File: src/rtl/slot_arbiter.sv
module slot_arbiter #(
  parameter  int NUM_SLOTS = 8,
  localparam int ID_W      = (NUM_SLOTS > 1) ? $clog2(NUM_SLOTS) : 1
) (
  input  logic                 clk,
  input  logic                 rst_n,
  input  logic                 arb_phase,
  input  logic [NUM_SLOTS-1:0] slot_req,
  output logic [ID_W-1:0]      bus_id,
  output logic                 bus_valid,
  output logic [NUM_SLOTS-1:0] slot_match
);

  logic            any_req;
  logic [ID_W-1:0] winner;

  assign any_req = |slot_req;

  always_comb begin
    winner = '0;
    for (int i = NUM_SLOTS - 1; i >= 0; i--)
      if (slot_req[i]) winner = ID_W'(i);
  end

  always_ff @(posedge clk) begin
    if (!rst_n || !arb_phase) begin
      bus_valid <= 1'b0;
      bus_id    <= '0;
    end else if (!bus_valid) begin
      if (any_req) begin
        bus_valid <= 1'b1;
        bus_id    <= winner;
      end
    end else if (!any_req) begin
      bus_valid <= 1'b0;
      bus_id    <= '0;
    end
  end

  for (genvar g = 0; g < NUM_SLOTS; g++) begin : g_match
    assign slot_match[g] = bus_valid && (bus_id == ID_W'(g));
  end

  // a fresh winner comes from a phase with requests, and no lower index was requesting
  a_r2_valid_needs_req: assert property (@(posedge clk) disable iff (!rst_n)
    $rose(bus_valid) |-> $past(arb_phase && (|slot_req)));
  a_r2_winner_requested: assert property (@(posedge clk) disable iff (!rst_n)
    $rose(bus_valid) |-> ((($past(slot_req) >> bus_id) & NUM_SLOTS'(1)) != '0));
  a_r2_no_better_slot: assert property (@(posedge clk) disable iff (!rst_n)
    $rose(bus_valid) |->
      (($past(slot_req) & ((NUM_SLOTS'(1) << bus_id) - NUM_SLOTS'(1))) == '0));
  // the latched winner holds through the phase
  a_r4_hold: assert property (@(posedge clk) disable iff (!rst_n)
    (bus_valid && arb_phase && (|slot_req)) |=> (bus_valid && $stable(bus_id)));
  // the bus is released when every request is gone
  a_r5_release: assert property (@(posedge clk) disable iff (!rst_n)
    (bus_valid && !(|slot_req)) |=> !bus_valid);
  // the bus is cleared outside the phase
  a_r6_phase_off: assert property (@(posedge clk) disable iff (!rst_n)
    !arb_phase |=> (!bus_valid && bus_id == '0));
  // at most one board sees a match
  a_r7_single_match: assert property (@(posedge clk) disable iff (!rst_n)
    $onehot0(slot_match) && (bus_valid == (|slot_match)));

endmodule

File: config.mk
export PLATFORM = sky130hd
export DESIGN_NAME = slot_arbiter
export DESIGN_NICKNAME = d
export VERILOG_FILES = /design/src/rtl/slot_arbiter.sv
export SDC_FILE = /design/constraint.sdc
export NUM_CORES = 1
export LEC_CHECK = 0
export ABC_AREA = 1
export ABC_CLOCK_PERIOD_IN_PS = 2700
export BUFFER_PORTS_ARGS = -buffer_cell sky130_fd_sc_hd__clkbuf_2
export CAP_MARGIN = 10
export CORE_AREA = 5 5 42 44
export CTS_CLUSTER_DIAMETER = 80
export DETAILED_ROUTE_END_ITERATION = 8
export DIE_AREA = 0 0 47 49
export GPL_TIMING_DRIVEN = 0
export MAX_ROUTING_LAYER = met4
export PLACE_DENSITY_LB_ADDON = 0.15
export SETUP_SLACK_MARGIN = 0.02
export SYNTH_ARGS = -nofsm -noshare
export SYNTH_HDL_FRONTEND = slang
export SYNTH_SLANG_ARGS = --single-unit
File: constraint.sdc
create_clock -name clk -period 2.7 [get_ports clk]
set_clock_uncertainty 0.1 [all_clocks]
set_input_delay 0.135 -clock clk [delete_from_list [all_inputs] [get_ports clk]]
set_output_delay 0.135 -clock clk [all_outputs]
set_load 0.05 [all_outputs]
==> results.json, run 1 <==
{
  "critPathLaunchType": "register",
  "ys_ff_latch": 4,
  "wire_per_inst_um": 8.58,
  "power.density_nw_per_um2": 372,
  "hold_class": "primary input to register",
  "place_hpwl_um": 717,
  "cts_root_buf": "clkbuf_4",
  "die_h_um": 49,
  "ys_async_sr_fraction": 0,
  "pwr-share-clk": 0.409,
  "met3_length_um": 116,
  "ys_types": 15,
  "ys_top_cells_by_area": "dfxtp_1, nand2_1, nor2_1",
  "syn_area_um2": 342,
  "postCtsSetupBuffers": 0,
  "rsz0062_at_grt": "false",
  "max_freq_mhz": 589,
  "overflow": 0,
  "wl_met1_um": 374,
  "ys_seq_area_frac": 0.234,
  "synthesis.nets": 67,
  "ant_nets": 0,
  "yosys_warnings": 0,
  "clkSinkCount": 4,
  "htreeDepth": 1,
  "syn_to_final_growth_pct": 44.7,
  "cp_max_fo": 5,
  "initial_utilization": 0.244,
  "hold_violations": 0,
  "p_leak_nw": 0.258,
  "grt_pass1_vias": 344,
  "drive_gt1_frac": 0.407,
  "die-area_um2": 2300,
  "clock_path_buffers": 2,
  "period_share": 0.629,
  "cp-end-kind": "primary output",
  "wl_met2_um": 341,
  "ir_drop_mv": 0.232,
  "die_x_um": 47,
  "post-route-util": 0.353,
  "synth_edf_count": 0,
  "synth_top_area_frac": 0.234,
  "gr-usage-all-layers": 0.0815,
  "n_antenna_cell": 0,
  "pwr-share-comb": 0.246,
  "core_area_um2": 1400,
  "critical_path_arrival_ps": 1460,
  "nets": 94,
  "clkTransAtPathRegs_ps": 40,
  "drcViolationCount": 0,
  "relSlewSlack": 0.814,
  "avgSynthCellArea_um2": 6.10,
  "maxCapViolations": 0,
  "viasPerCell": 4.20,
  "top_layer_used": "met3",
  "worstMarginPinSlew_ps": 281,
  "dr.first_iter.drc_count": 5,
  "gp_congestion": 0.734,
  "yosys-top-cells-count": "nand2_1, nor2_1, inv_1",
  "worst-path-buf-inv": 2,
  "grt_max_degree": 6,
  "setup_tns_ps": 0,
  "rows": 14,
  "antenna_found_initial": 0,
  "numCtsBuffers": 3,
  "setup_viol": 0,
  "cts_tree": "yes",
  "dr.pass1.iters": 4,
  "crit_type": "register to primary output",
  "finalMaxSlewViolations": 0,
  "worstPathRequired_ps": 2470,
  "netlist_instances": 56,
  "path_cells": "inv_1 -> or2_2 -> nor2_1 -> clkbuf_2",
  "p_int_w": 0.000126,
  "yosysTopAreaCell": "dfxtp_1",
  "finalCriticalPeriod_ps": 1700,
  "cp_slowest_cell": "dfxtp_1",
  "swShare": 0.313,
  "synth_top_flop_cell": "dfxtp_1",
  "wl_um": 832,
  "crit_family": "simple AND/OR/NAND/NOR gates",
  "yosysMostFrequentCell": "nand2_1",
  "status": "finished, final reports clean",
  "portBuffers": 22,
  "p_sw_w": 0.0000575,
  "ctsResizeCount": 0,
  "ios": 23,
  "slowest_delay_ps": 390,
  "grt_pass1_wl_um": 1310,
  "insertion_delay_ps": 240,
  "n_fill_cell": 167,
  "holdBufCountCts": 0,
  "seq_power_share": 0.345,
  "vias": 407
}
path summary, 6_finish.rpt:
check | from | endpoint | slack, ps | cells after the start
hold reg to reg | bus_id[2] | bus_id[2] | 400 | 2
setup / recovery | bus_valid | slot_match[2] | 1000 | 4
hold / removal | rst_n | bus_id[2] | 100 | 3
setup reg to reg | bus_valid | bus_id[1] | 1710 | 4
cell type report:
cell class,instances,area [um^2],share of cell area
Multi-Input combinational cell,43,228,0.461
Clock buffer,3,22.5,0.0456
Tap cell,16,20.0,0.0405
Inverter,9,33.8,0.0684
Sequential cell,4,80.1,0.162
Timing Repair Buffer,22,110,0.223
power groups by stage:
stage                     registers (W)  clock network [W]   logic, W
after floorplan               0.0000703                  0  0.0000239
after global placement        0.0000645                  0  0.0000456
after CTS                     0.0000635          0.0000775  0.0000459
after global routing          0.0000637          0.0000855  0.0000501
after detailed placement      0.0000645                  0  0.0000458
final                         0.0000635          0.0000751  0.0000452
state kept, by name (all words and copies together), names as in the netlist:
| register | flops |
|---|---|
| bus_valid | 1 |
| bus_id | 3 |
routing by layer:
layer,track usage,up-vias
li1,-,226
met1,0.101,161
met2,0.102,20
met3,0.0701,0
met4,0.0138,0
met5,-,-
tightest hold or removal path: cells and delay by family:
kind,cells,cell delay (ps)
simple gates,1,120
buf+inv,1,80
compound gates,1,50
kinds of logic (layout without fill, tap and decap cells):
kind of cell,after synthesis,in the layout,share of synthesized area
flip-flops,4,4,0.234
buffers and inverters,9,34,0.0989
AO/OA/AOI/OAI,5,5,0.106
AND/OR/NAND/NOR,38,38,0.560
per-stage QoR:
stage | hold slack (ps) | setup slack, ps | cell area (um^2) | total power (W) | cells
finish | 96.1 | 1000 | 494 | 0.000184 | 97
global route | 114 | 891 | 494 | 0.000199 | 97
CTS | 88.8 | 990 | 494 | 0.000187 | 97
detailed placement | 338 | 1240 | 472 | 0.000110 | 94
global placement | 343 | 1250 | 472 | 0.000110 | 94
floorplan | 215 | 612 | 342 | 0.0000942 | 56
cells in the final DEF, fill, tap and decap left out, drive strengths merged:
cell / instances
nor3: 1
or2: 1
nand3: 4
nand2: 17
a21oi: 3
nand4: 1
nor2: 14
inv: 9
clkbuf: 25
o21ai: 2
dfxtp: 4
Note: power is estimated with default switching activity, not from simulation.
==> inputs of run 2 (changes only) <==
--- a/config.mk
+++ b/config.mk
@@ -6,7 +6,7 @@
 export NUM_CORES = 1
 export LEC_CHECK = 0
 export ABC_AREA = 1
-export ABC_CLOCK_PERIOD_IN_PS = 2700
+export ABC_CLOCK_PERIOD_IN_PS = 1470
 export BUFFER_PORTS_ARGS = -buffer_cell sky130_fd_sc_hd__clkbuf_2
 export CAP_MARGIN = 10
 export CORE_AREA = 5 5 42 44
==> constraint.sdc (replaced) <==
create_clock -name clk -period 1.47 [get_ports clk]
set_clock_uncertainty 0.1 [all_clocks]
set_input_delay 0.0735 -clock clk [delete_from_list [all_inputs] [get_ports clk]]
set_output_delay 0.0735 -clock clk [all_outputs]
set_load 0.05 [all_outputs]
==> results.json, run 2 (synthesized netlist as in run 1, its figures left out) <==
{
  "antenna_found_initial": 0,
  "insertion_delay_ps": 240,
  "max_freq_mhz": 723,
  "ir_drop_mv": 0.386,
  "relSlewSlack": 0.811,
  "initial_utilization": 0.244,
  "nets": 96,
  "drcViolationCount": 0,
  "layout_common_cells": "clkbuf_2, nand2_1, inv_1, nor2_4",
  "rsz0062_at_grt": "false",
  "numCtsBuffers": 3,
  "htreeDepth": 1,
  "wire_per_inst_um": 9.27,
  "wl_met1_um": 392,
  "place_hpwl_um": 762,
  "top_regs": "bus_id x3, bus_valid x1",
  "finalMaxSlewViolations": 0,
  "cp-end-kind": "primary output",
  "worstPathRequired_ps": 1300,
  "hold_violations": 0,
  "drive_gt1_frac": 0.536,
  "hold_class": "primary input to register",
  "final_common_cell": "clkbuf_2",
  "cp_max_fo": 4,
  "grt_pass1_wl_um": 1590,
  "clkSinkCount": 4,
  "viasPerCell": 4.12,
  "die_x_um": 47,
  "worstMarginPinSlew_ps": 284,
  "status": "finished, final reports clean",
  "setup_viol": 0,
  "clock_path_buffers": 2,
  "critPathLaunchType": "register",
  "wl_um": 927,
  "cts_tree": "yes",
  "rows": 14,
  "holdBufCountCts": 0,
  "crit_start": "bus_valid",
  "gr-usage-all-layers": 0.0974,
  "portBuffers": 22,
  "grt_pass1_vias": 396,
  "largest_reg_flops": 3,
  "grt_max_degree": 6,
  "met3_length_um": 69,
  "p_leak_nw": 0.282,
  "dp_cells": 94,
  "period_share": 0.941,
  "holdCritStartpoint": "rst_n",
  "vias": 412,
  "die_h_um": 49,
  "finalCriticalPeriod_ps": 1380,
  "reg2reg_from": "bus_valid",
  "gp_congestion": 0.751,
  "final_area_um2": 602,
  "cts_root_buf": "clkbuf_4",
  "top_layer_used": "met3",
  "clkTransAtPathRegs_ps": 40,
  "syn_to_final_growth_pct": 76.2,
  "core_area_um2": 1400,
  "ios": 23,
  "dpl_cell_area_um2": 515,
  "power.density_nw_per_um2": 610,
  "wl_met2_um": 465,
  "finalNonFillerCells": 100,
  "critical_path_arrival_ps": 1210,
  "crit_type": "register to primary output",
  "die-area_um2": 2300,
  "n_antenna_cell": 0,
  "dr.pass1.iters": 4,
  "regMostFlops": "bus_id",
  "overflow": 0,
  "dr.first_iter.drc_count": 9,
  "maxCapViolations": 0,
  "ant_nets": 0
}
[run 2: changes by cell type in the layout (fill, tap and decap cells not counted), moves of 2 or more]
cell | before | now
buf_4 | 0 | 2
buf_8 | 0 | 4
nor2_4 | 3 | 7
clkbuf_2 | 22 | 17
nor2_1 | 11 | 3
nor2_2 | 0 | 4
[run 2: worst paths after layout]
kind,end,slack (ps),cells past startpoint
min,bus_valid,20,3
min reg2reg,bus_id[2],430,2
max,slot_match[3],90,4
max reg2reg,bus_id[0],460,4
[run 2: repair_timing]
action                                  in CTS  in global routing
setup buffers                                0                  2
pin swaps                                    0                  3
resized for setup                            9                  7
endpoints found under the setup margin       4                  5
[run 2: power breakdown]
group | switching, W | total, W | internal (W) | leakage (nW)
Sequential | 0.00000475 | 0.000116 | 0.000112 | 0.0332
Clock | 0.0000469 | 0.000149 | 0.000102 | 0.0150
Combinational | 0.0000626 | 0.000102 | 0.0000389 | 0.234
Total | 0.000114 | 0.000367 | 0.000253 | 0.282
[run 2: worst max-delay path: stages, from the launching register on]
cell     delay, ps
dfxtp_4        360
inv_4           30
or2_4          290
nor2_4         130
buf_8          150
[run 2: cell type report]
cell class / instances / area, um^2
fillers: 158 / 800
inverters: 9 / 36.3
repair buffers: 24 / 165
clock buffers: 4 / 26.3
multi-input cells: 43 / 270
well taps: 16 / 20.0
flip-flops and latches: 4 / 83.8
[run 2: through the flow]
stage               setup WS [ps]  setup TNS [ps]  total power [W]  hold WS (ps)   util
floorplan                   -81.2            -313         0.000179           150      -
global placement             73.3               0         0.000208           263  0.368
detailed placement           67.1               0         0.000209           266  0.368
CTS                         0.853               0         0.000371          9.57  0.413
global route                 21.4               0         0.000405         0.412  0.429
finish                       86.9               0         0.000367          15.1  0.429
[run 2: routing by layer]
layer  vias up  GRT usage
met1       170      0.118
li1        229          -
met4         0     0.0691
met3         0     0.0221
met2        13      0.136
met5         -          -
==> inputs of run 3 (changes only) <==
--- a/config.mk
+++ b/config.mk
@@ -6,13 +6,14 @@
 export NUM_CORES = 1
 export LEC_CHECK = 0
 export ABC_AREA = 1
-export ABC_CLOCK_PERIOD_IN_PS = 1470
+export ABC_CLOCK_PERIOD_IN_PS = 1200
 export BUFFER_PORTS_ARGS = -buffer_cell sky130_fd_sc_hd__clkbuf_2
 export CAP_MARGIN = 10
 export CORE_AREA = 5 5 42 44
 export CTS_CLUSTER_DIAMETER = 80
 export DETAILED_ROUTE_END_ITERATION = 8
 export DIE_AREA = 0 0 47 49
+export GPL_ROUTABILITY_DRIVEN = 0
 export GPL_TIMING_DRIVEN = 0
 export MAX_ROUTING_LAYER = met4
 export PLACE_DENSITY_LB_ADDON = 0.15
==> constraint.sdc (replaced) <==
create_clock -name clk -period 1.2 [get_ports clk]
set_clock_uncertainty 0.1 [all_clocks]
set_input_delay 0.06 -clock clk [delete_from_list [all_inputs] [get_ports clk]]
set_output_delay 0.06 -clock clk [all_outputs]
set_load 0.05 [all_outputs]
==> results.json, run 3 (synthesized netlist as in run 1, its figures left out) <==
{
  "n_fill_cell": 150,
  "slowest_delay_ps": 360,
  "max_freq_mhz": 758,
  "r2r_setup_slack_ps": 100,
  "grt_pass1_vias": 412,
  "grt_use_met1": 0.112,
  "pwr-share-clk": 0.396,
  "rsz0062_at_grt": "true",
  "die_x_um": 47,
  "grt_use_met3": 0.0221,
  "status": "finished with violations",
  "portBuffers": 22,
  "syn_to_final_growth_pct": 110,
  "grt_pass1_wl_um": 1570,
  "worstPathRequired_ps": 1040,
  "gr-usage-all-layers": 0.0945,
  "seq_power_share": 0.302,
  "overflow": 0,
  "critPathLaunchType": "register",
  "period_share": 1.10,
  "worst_slack_ps": -120,
  "ios": 23,
  "clkSinkCount": 4,
  "cts_root_buf": "clkbuf_4",
  "crit_path_end": "slot_match[0]",
  "layout_common_cells": "clkbuf_2, nor2_4, nand2_1, inv_1, buf_8",
  "final_common_cell": "clkbuf_2",
  "violations": "setup timing",
  "rows": 14,
  "cp-end-kind": "primary output",
  "drcViolationCount": 0,
  "drive_gt1_frac": 0.625,
  "final-seq-area_um2": 92.6,
  "maxCapViolations": 0,
  "viasPerCell": 4.28,
  "p_leak_nw": 0.313,
  "finalNonFillerCells": 104,
  "ant_nets": 0,
  "dr.pass1.iters": 4,
  "nets": 100,
  "clock_path_buffers": 2,
  "hold_violations": 0,
  "relSlewSlack": 0.815,
  "numCtsBuffers": 3,
  "initial_utilization": 0.244,
  "place_hpwl_um": 736,
  "insertion_delay_ps": 240,
  "antenna_found_initial": 0,
  "reg2reg_to": "bus_id[2]",
  "reg2reg_from": "bus_valid",
  "critical_path_arrival_ps": 1160,
  "finalMaxSlewViolations": 0,
  "dp_cells": 94,
  "cp_max_fo": 4,
  "die_h_um": 49,
  "swShare": 0.318,
  "grt_max_degree": 6,
  "path_cells": "inv_4 -> or2_4 -> nor2_4 -> buf_8",
  "die-area_um2": 2300,
  "n_antenna_cell": 0,
  "worstMarginPinSlew_ps": 279,
  "p_int_w": 0.000316,
  "pwr-share-comb": 0.302,
  "grt.busiest_layer": "met2",
  "dpl_cell_area_um2": 542,
  "dr.first_iter.drc_count": 8,
  "clkTransAtPathRegs_ps": 40,
  "setup_viol": 8,
  "cts_tree": "yes",
  "top_regs": "bus_id x3, bus_valid x1",
  "p_sw_w": 0.000147,
  "regMostFlops": "bus_id",
  "cp_slowest_cell": "dfxtp_4",
  "core_area_um2": 1400,
  "htreeDepth": 1,
  "grtUsageMet2": 0.140,
  "wire_per_inst_um": 8.89,
  "multi_input_area_um2": 314,
  "final_area_um2": 718,
  "largest_reg_flops": 3,
  "ir_drop_mv": 0.493,
  "reg2reg_depth": 6,
  "hold_class": "primary input to register",
  "crit_start": "bus_valid",
  "wl_um": 925,
  "power.density_nw_per_um2": 645,
  "crit_type": "register to primary output",
  "vias": 445,
  "finalCriticalPeriod_ps": 1320
}
## run 3: cell count changes in the layout (fill, tap and decap cells not counted), moves of 2 or more
cell	change
nor2_4	+4
buf_4	+2
dlygate4sd3_1	+2
dfxtp_1	-3
buf_6	+3
dfxtp_4	+2
nor2_2	-4
nand2_2	+3
nand2_1	-4
clkbuf_2	-4
## run 3: what timing repair did
action / in CTS / in global routing
pin swaps: 3 / 3
hold endpoints to repair: 3 / 0
setup buffers: 2 / 2
resized for setup: 13 / 23
hold buffers: 2 / 0
setup endpoints to repair: 8 / 9
## run 3: routing by layer
layer / wire (um) / share of wire / vias up
li1: - / - / 240
met1: 388 / 0.42 / 188
met2: 466 / 0.50 / 15
met3: 52 / 0.056 / 2
met4: 17 / 0.018 / 0
met5: 0 / 0 / -
## run 3: stage by stage
step	worst slack (ps)	total power, W	utilization	hold slack, ps	TNS [ps]
floorplan	-65.0	0.000223	-	132	-436
global placement	-36.8	0.000259	0.387	242	-71.4
detailed placement	-35.4	0.000259	0.387	241	-74.4
CTS	-190	0.000465	0.464	53.5	-1370
global route	-184	0.000499	0.513	63.3	-1000
finish	-120	0.000463	0.513	58.4	-537
## run 3: cell type report
cell class | count | share of cell area
multi-input combinational | 43 | 0.437
timing repair buffer | 28 | 0.319
sequential | 4 | 0.129
inverter | 9 | 0.0505
clock buffer | 4 | 0.0366
tap | 16 | 0.0279
## run 3: power by group through the flow
stage | clock network (W) | registers (W) | logic [W]
2_1_floorplan | 0 | 0.000158 | 0.0000653
3_3_place_gp | 0 | 0.000145 | 0.000114
3_5_place_dp | 0 | 0.000145 | 0.000114
4_1_cts | 0.000192 | 0.000143 | 0.000130
5_1_grt | 0.000207 | 0.000141 | 0.000152
6_report | 0.000183 | 0.000140 | 0.000140
## run 3: worst min-delay path by stage
stage,start,to,cells past startpoint
2_1_floorplan,slot_req[0],bus_id[0],3
3_3_place_gp,rst_n,bus_id[2],3
3_5_place_dp,rst_n,bus_id[0],3
5_1_grt,slot_req[0],bus_id[0],4
4_1_cts,slot_req[1],bus_id[1],4
6_report,slot_req[0],bus_id[0],4
## run 3: worst max-delay path: cells and delay by family, from the launching register on
| kind | cells | cell delay, ps |
|---|---|---|
| buf+inv | 2 | 180 |
| flops | 1 | 360 |
| simple gates | 2 | 370 |
